## src/rtl/clkout_ctl_pkg.sv

```systemverilog
package clkout_ctl_pkg;
  typedef enum logic [1:0] {
    PS_RUN   = 2'd0,
    PS_DRAIN = 2'd1,
    PS_DOWN  = 2'd2,
    PS_WAKE  = 2'd3
  } pwr_state_e;

  typedef struct packed {
    logic pd_req;
    logic ref_want;
    logic main_want;
    logic ref_sel;
  } ctl_dec_t;
endpackage

```

## src/rtl/clkout_ctl_sync.sv

```systemverilog
module clkout_ctl_sync #(
  parameter int WIDTH  = 2,
  parameter int STAGES = 2
) (
  input  logic             clk_i,
  input  logic             rst_ni,
  input  logic [WIDTH-1:0] d_i,
  output logic [WIDTH-1:0] q_o
);
  for (genvar b = 0; b < WIDTH; b++) begin : g_bit
    logic [STAGES-1:0] chain_q;
    always_ff @(posedge clk_i or negedge rst_ni) begin
      if (!rst_ni) chain_q <= '0;
      else         chain_q <= {chain_q[STAGES-2:0], d_i[b]};
    end
    assign q_o[b] = chain_q[STAGES-1];
  end
endmodule

```

## src/rtl/clkout_ctl_decode.sv

```systemverilog
module clkout_ctl_decode
  import clkout_ctl_pkg::*;
(
  input  logic     c0_i,
  input  logic     c1_i,
  input  logic     en0_i,
  input  logic     sel0_i,
  input  logic     pdn0_i,
  input  logic     pdn1_i,
  output ctl_dec_t dec_o
);
  logic mode_mux, mode_oe, mode_off;
  logic pd0, pd1;

  always_comb begin
    mode_mux = !pdn0_i && !en0_i && sel0_i;
    mode_oe  = !pdn0_i && en0_i;
    mode_off = !pdn0_i && !en0_i && !sel0_i;  // reference unused, pin is shutdown
    pd0 = c0_i && (pdn0_i || mode_off);
    pd1 = c1_i && pdn1_i;
    dec_o.pd_req    = pd0 || pd1;
    dec_o.ref_want  = !mode_off && !(mode_oe && c0_i);
    dec_o.main_want = !(!pdn1_i && c1_i);
    dec_o.ref_sel   = mode_mux ? c0_i : sel0_i;
  end
endmodule

```

## src/rtl/clkout_ctl_oe_gate.sv

```systemverilog
module clkout_ctl_oe_gate (
  input  logic clk_i,
  input  logic rst_ni,
  input  logic want_i,
  input  logic clk_low_i,
  output logic oe_o
);
  always_ff @(posedge clk_i or negedge rst_ni) begin
    if (!rst_ni)                        oe_o <= 1'b0;
    else if (!oe_o && want_i)           oe_o <= 1'b1;
    else if (oe_o && !want_i && clk_low_i) oe_o <= 1'b0;
  end
endmodule

```

## src/rtl/clkout_ctl_pwr_seq.sv

```systemverilog
module clkout_ctl_pwr_seq
  import clkout_ctl_pkg::*;
#(
  parameter int STAB_CYCLES = 8000
) (
  input  logic clk_i,
  input  logic rst_ni,
  input  logic pd_req_i,
  input  logic outs_off_i,
  output logic run_o,
  output logic down_o,
  output logic lock_o
);
  localparam int CW = $clog2(STAB_CYCLES + 1);
  localparam logic [CW-1:0] CNT_LAST = CW'(STAB_CYCLES - 1);

  pwr_state_e state_q, state_d;
  logic [CW-1:0] cnt_q, cnt_d;

  always_comb begin
    state_d = state_q;
    cnt_d   = cnt_q;
    unique case (state_q)
      PS_RUN:   if (pd_req_i) state_d = PS_DRAIN;
      PS_DRAIN: if (outs_off_i) state_d = PS_DOWN;
      PS_DOWN:  if (!pd_req_i) begin
                  state_d = PS_WAKE;
                  cnt_d   = '0;
                end
      PS_WAKE: begin
        if (pd_req_i)              state_d = PS_DRAIN;
        else if (cnt_q == CNT_LAST) state_d = PS_RUN;
        else                        cnt_d = cnt_q + 1'b1;
      end
      default: state_d = PS_WAKE;
    endcase
  end

  always_ff @(posedge clk_i or negedge rst_ni) begin
    if (!rst_ni) begin
      state_q <= PS_WAKE;  // reset is a power-up: settle first
      cnt_q   <= '0;
    end else begin
      state_q <= state_d;
      cnt_q   <= cnt_d;
    end
  end

  assign run_o  = state_q == PS_RUN;
  assign down_o = state_q == PS_DOWN;
  assign lock_o = state_q != PS_RUN;
endmodule

```

## src/rtl/clkout_ctl.sv

```systemverilog
module clkout_ctl
  import clkout_ctl_pkg::*;
#(
  parameter int STAB_CYCLES = 8000,
  parameter int SYNC_STAGES = 2
) (
  input  logic clk_i,
  input  logic rst_ni,
  input  logic ctl0_i,
  input  logic ctl1_i,
  input  logic en0_i,
  input  logic sel0_i,
  input  logic pdn0_i,
  input  logic pdn1_i,
  input  logic ref_low_i,
  input  logic main_low_i,
  output logic ref_oe_o,
  output logic main_oe_o,
  output logic ref_sel_o,
  output logic pwr_down_o,
  output logic cfg_lock_o
);
  localparam int NOUT = 2;

  logic [1:0] pins_s;
  ctl_dec_t   dec;
  logic       run;
  logic [NOUT-1:0] want, low, oe;

  clkout_ctl_sync #(.WIDTH(2), .STAGES(SYNC_STAGES)) u_sync (
    .clk_i, .rst_ni, .d_i({ctl1_i, ctl0_i}), .q_o(pins_s)
  );

  clkout_ctl_decode u_dec (
    .c0_i(pins_s[0]), .c1_i(pins_s[1]),
    .en0_i, .sel0_i, .pdn0_i, .pdn1_i,
    .dec_o(dec)
  );

  clkout_ctl_pwr_seq #(.STAB_CYCLES(STAB_CYCLES)) u_seq (
    .clk_i, .rst_ni,
    .pd_req_i(dec.pd_req),
    .outs_off_i(oe == '0),
    .run_o(run), .down_o(pwr_down_o), .lock_o(cfg_lock_o)
  );

  assign want = {dec.main_want, dec.ref_want} & {NOUT{run}};
  assign low  = {main_low_i, ref_low_i};

  for (genvar i = 0; i < NOUT; i++) begin : g_oe
    clkout_ctl_oe_gate u_gate (
      .clk_i, .rst_ni, .want_i(want[i]), .clk_low_i(low[i]), .oe_o(oe[i])
    );
  end

  assign ref_oe_o  = oe[0];
  assign main_oe_o = oe[1];
  assign ref_sel_o = dec.ref_sel;
endmodule

```

## config.mk

```make
export PLATFORM = sky130hd
export DESIGN_NAME = clkout_ctl
export DESIGN_NICKNAME = d
export VERILOG_FILES = /design/src/rtl/clkout_ctl_pkg.sv /design/src/rtl/clkout_ctl_sync.sv /design/src/rtl/clkout_ctl_decode.sv /design/src/rtl/clkout_ctl_oe_gate.sv /design/src/rtl/clkout_ctl_pwr_seq.sv /design/src/rtl/clkout_ctl.sv
export SDC_FILE = /design/constraint.sdc
export NUM_CORES = 1
export LEC_CHECK = 0
export BUFFER_PORTS_ARGS = -buffer_cell sky130_fd_sc_hd__buf_2
export CAP_MARGIN = 20
export CORE_MARGIN = 2
export CORE_UTILIZATION = 49
export DETAILED_ROUTE_END_ITERATION = 12
export GPL_ROUTABILITY_DRIVEN = 1
export MAX_ROUTING_LAYER = met4
export PLACE_DENSITY = 0.68
export RECOVER_POWER = 100
export SYNTH_ARGS = -nofsm -noshare
export SYNTH_HDL_FRONTEND = slang
export SYNTH_HIERARCHICAL = 1
export SYNTH_SLANG_ARGS = --single-unit
```

## constraint.sdc

```tcl
create_clock -name clk_i -period 1.64 [get_ports clk_i]
set_input_delay 0.328 -clock clk_i [delete_from_list [all_inputs] [get_ports clk_i]]
set_output_delay 0.328 -clock clk_i [all_outputs]
set_load 0.1 [all_outputs]
```

==> results.py <==
metrics = {
    "cells_and_area": {
        "fillCellCount": 147,
        "num-nets-final": 206,
        "area_growth_syn_to_layout_pct": 51.86,
        "diodes": 0,
        "sequential_cell_area_um2": 531.8,
        "area_used_by_multi_input_combinational_logic_um2": 918.4,
        "drive_gt1_share_pct": 49.74,
        "final_cell_area_um2": 1993,
    },
    "routing": {
        "route.detailed.drc": 0,
        "wl_per_cell_um": 16.56,
        "drt.antenna.violating_nets": 0,
        "route.vias.total": 1289,
        "routed_via_density": 5.886,
        "detail_route.iter0.violations": 64,
        "finalWirelength_mm": 3.627,
        "detail_route.first_pass.iterations": 4,
    },
    "timing": {
        "hold_viol_final": 0,
        "max_freq_mhz": 569.2,
        "min_period_over_period_pct": 107.1,
        "worst_slack_ns": -0.1168,
        "unrepaired_setup_endpoints_after_global_routing": "yes",
        "finalSetupViolations": 12,
        "whs_ns": 0.1071,
        "timing_worst_slew_pin_value_ns": 0.5017,
        "post-route-min-period_ns": 1.757,
        "worst_clock_skew_ns": 0.02618,
        "slew_viols_final": 0,
        "slew_hr_pct": 66.55,
    },
    "power_and_ir_drop": {
        "max-vdd-ir-drop_uv": 1820,
        "switching_power_w": 0.001607,
        "proportion_of_power_drawn_by_the_clock_network_pct": 7.2,
        "power_per_cell_area_nw_per_um2": 1778,
        "sw_frac_of_total_pct": 45.34,
        "power.leakage_nw": 0.8707,
        "comb_power_share_pct": 68.8,
        "cellInternalPower_w": 0.001937,
        "power_w": 0.003543,
        "power_frac_seq_pct": 24.0,
    },
    "setup_path": {
        "critPathLaunchType": "register",
        "crit_fanout": 3,
        "worstPathRequired_ns": 1.31,
        "timing.setup.critical_path_class": "reg2out",
        "critical_path.endpoint_type": "output port",
        "regToRegSetupSlack_ns": -0.07,
        "cp_data_arrival_time_ns": 1.43,
    },
    "global_routing": {
        "wire_length_of_the_first_global_routing_pass_mm": 5.092,
        "grt_pass1_vias": 1176,
        "track_usage_pct": 20.96,
        "gr-total-overflow": 0,
        "largest_net_degree_at_the_start_of_global_routing": 22,
        "grt_antenna_before_repair": 0,
    },
    "clock_network": {
        "cts_inserted_buffers": 3,
        "cts.path.max_buffers": 2,
        "clkSlewWorstSetupHoldPaths_ns": 0.14,
        "cts_tree": "built",
        "clock-root-buffer": "clkbuf_4",
        "cts.sink_count": 21,
        "cts_htree_levels": 1,
        "clk-insertion-delay-late_ns": 0.31,
    },
    "floorplanning": {
        "core_area_um2": 2500,
        "initial_cell_density_of_the_core_pct": 52.50,
        "floorplan.die_area_um2": 3109,
        "fp.dieH_um": 55.76,
        "io_pins": 15,
        "std_cell_rows": 18,
        "chipWidth_um": 55.76,
    },
    "synth": {
        "yosys_most_used_dff": "dfrtp_1",
        "synthDominantAreaCellType": "dfrtp_1",
        "synth_fp_nets": 156,
        "synth.top_cells.by_area": "dfrtp_1 (36%), ha_1 (5.7%), nand2_1 (4.6%)",
        "yosysUniqueCellTypes": 48,
        "synth_top_area_share_pct": 36.22,
        "number_of_enable_flip_flop_cells_after_synthesis": 0,
        "synth.yosys.seq_area_share_pct": 40.23,
        "synth_commonest_cells": "dfrtp_1 (19), nand2_1 (16), inv_1 (9)",
        "post-synth-top-count-cell": "dfrtp_1",
        "synth_warnings": 6,
        "fraction_of_registers_with_async_set_reset_pct": 100.0,
        "cells_after_synth": 140,
        "ys_ff_latch": 21,
        "combined_area_of_all_synthesized_cells_um2": 1313,
        "avgSynthCellArea_um2": 9.375,
    },
    "place": {
        "place_hpwl_mm": 2.260,
        "dpl-instance-area_um2": 1599,
        "place.port_buffers": 14,
        "place_congestion": 0.8422,
    },
    "status": {
        "status": "finished with violations",
        "failed_checks": "negative setup slack",
    },
    "job": {
        "number_of_maximum_capacitance_constraint_violations": 0,
    },
    "worst_hold_path": {
        "timing.hold.worst.class": "in2reg",
    },
}
-- stage by stage --
stage	TNS, ns	cells	worst slack (ns)	util (%)
after floorplan	-0.05980	140	-0.02990	-
final	-0.6587	219	-0.1168	79.73
after global placement	-0.2531	198	-0.04564	63.96
after global routing	-1.429	219	-0.1737	79.73
after detailed placement	-0.5405	198	-0.07437	63.96
after CTS	-0.4946	212	-0.1189	72.42
-- sequential cells by signal, summed over array words and instances, names as in the netlist --
signal,flops
u_seq/cnt_q,13
u_sync/g_bit.chain_q,4
g_oe.u_gate/oe_o,2
u_seq/state_q,2
-- path summary, 6_finish.rpt --
| check | start | to | depth (start not counted) |
|---|---|---|---|
| worst min register to register | u_sync/g_bit[1].chain_q[0] | u_sync/g_bit[1].chain_q[1] | 0 |
| worst max-delay path | u_seq/state_q[0] | cfg_lock_o | 5 |
| max in group asynchronous | rst_ni | u_seq/cnt_q[2] | 2 |
| min in group asynchronous | rst_ni | u_seq/cnt_q[11] | 2 |
| worst max register to register | u_seq/state_q[1] | u_seq/cnt_q[9] | 7 |
| worst min-delay path | ctl0_i | u_sync/g_bit[0].chain_q[0] | 1 |
-- cell families after synthesis --
group,Yosys count,synth area share (%)
AND/OR/NAND/NOR,59,25.36
adder cells (fa/ha/maj),6,5.720
multiplexers,2,1.716
AO/OA/AOI/OAI,36,21.17
XOR/XNOR,1,0.6674
flip-flops,21,40.23
buffers and inverters,15,5.147
-- per-layer routing --
layer | track usage, % | share of wire, % | up-vias
met1 | 25.82 | 42 | 631
met3 | 3.023 | 3.7 | 10
li1 | - | - | 617
met4 | 5.923 | 2.3 | 0
met5 | - | 0 | -
met2 | 35.88 | 52 | 31
-- worst max-delay path, stage by stage (launching register included) --
cell and delay [ns]:
dfstp_2 0.58, inv_4 0.06, ha_4 0.15, buf_6 0.11, clkinvlp_4 0.07, buf_12 0.17
-- power by group through the flow --
stage	sequential, W	clock (W)	combinational (W)
6_report	0.000851	0.000254	0.00244
5_1_grt	0.000873	0.000279	0.00258
4_1_cts	0.000829	0.000252	0.00207
3_5_place_dp	0.000842	0	0.00161
3_3_place_gp	0.000832	0	0.00157
2_1_floorplan	0.000993	0	0.000905
-- repair_timing --
| item | 4_1_cts | 5_1_grt |
|---|---|---|
| buffers inserted | 9 | 8 |
| pin swaps | 15 | 15 |
| resized for setup | 25 | 27 |
| endpoints found under the setup margin | 12 | 17 |
| hold endpoints to repair | 19 | 0 |
| hold buffers | 1 | 0 |
-- cell type report --
cell class	instances	area share (%)
Multi-Input combinational cell	104	46.08
Sequential cell	21	26.68
Timing Repair Buffer	51	21.85
Inverter	9	2.134
Tap cell	30	1.883
Clock buffer	3	1.130
Clock inverter	1	0.2511
-- layout by cell type (no fill, tap or decap), types with 3 or more instances in the layout --
| cell | count |
|---|---|
| and2_1 | 3 |
| nor2_1 | 5 |
| ha_4 | 4 |
| a22o_1 | 3 |
| nand2_1 | 13 |
| a21o_1 | 4 |
| buf_2 | 10 |
| dfrtp_2 | 3 |
| nand3_1 | 7 |
| o211ai_1 | 5 |
| buf_4 | 24 |
| clkbuf_4 | 3 |
| dfrtp_1 | 16 |
| a21oi_1 | 5 |
| inv_1 | 6 |
| buf_6 | 12 |
| nand4_1 | 7 |
No activity file was read; power rests on OpenSTA's default activity.
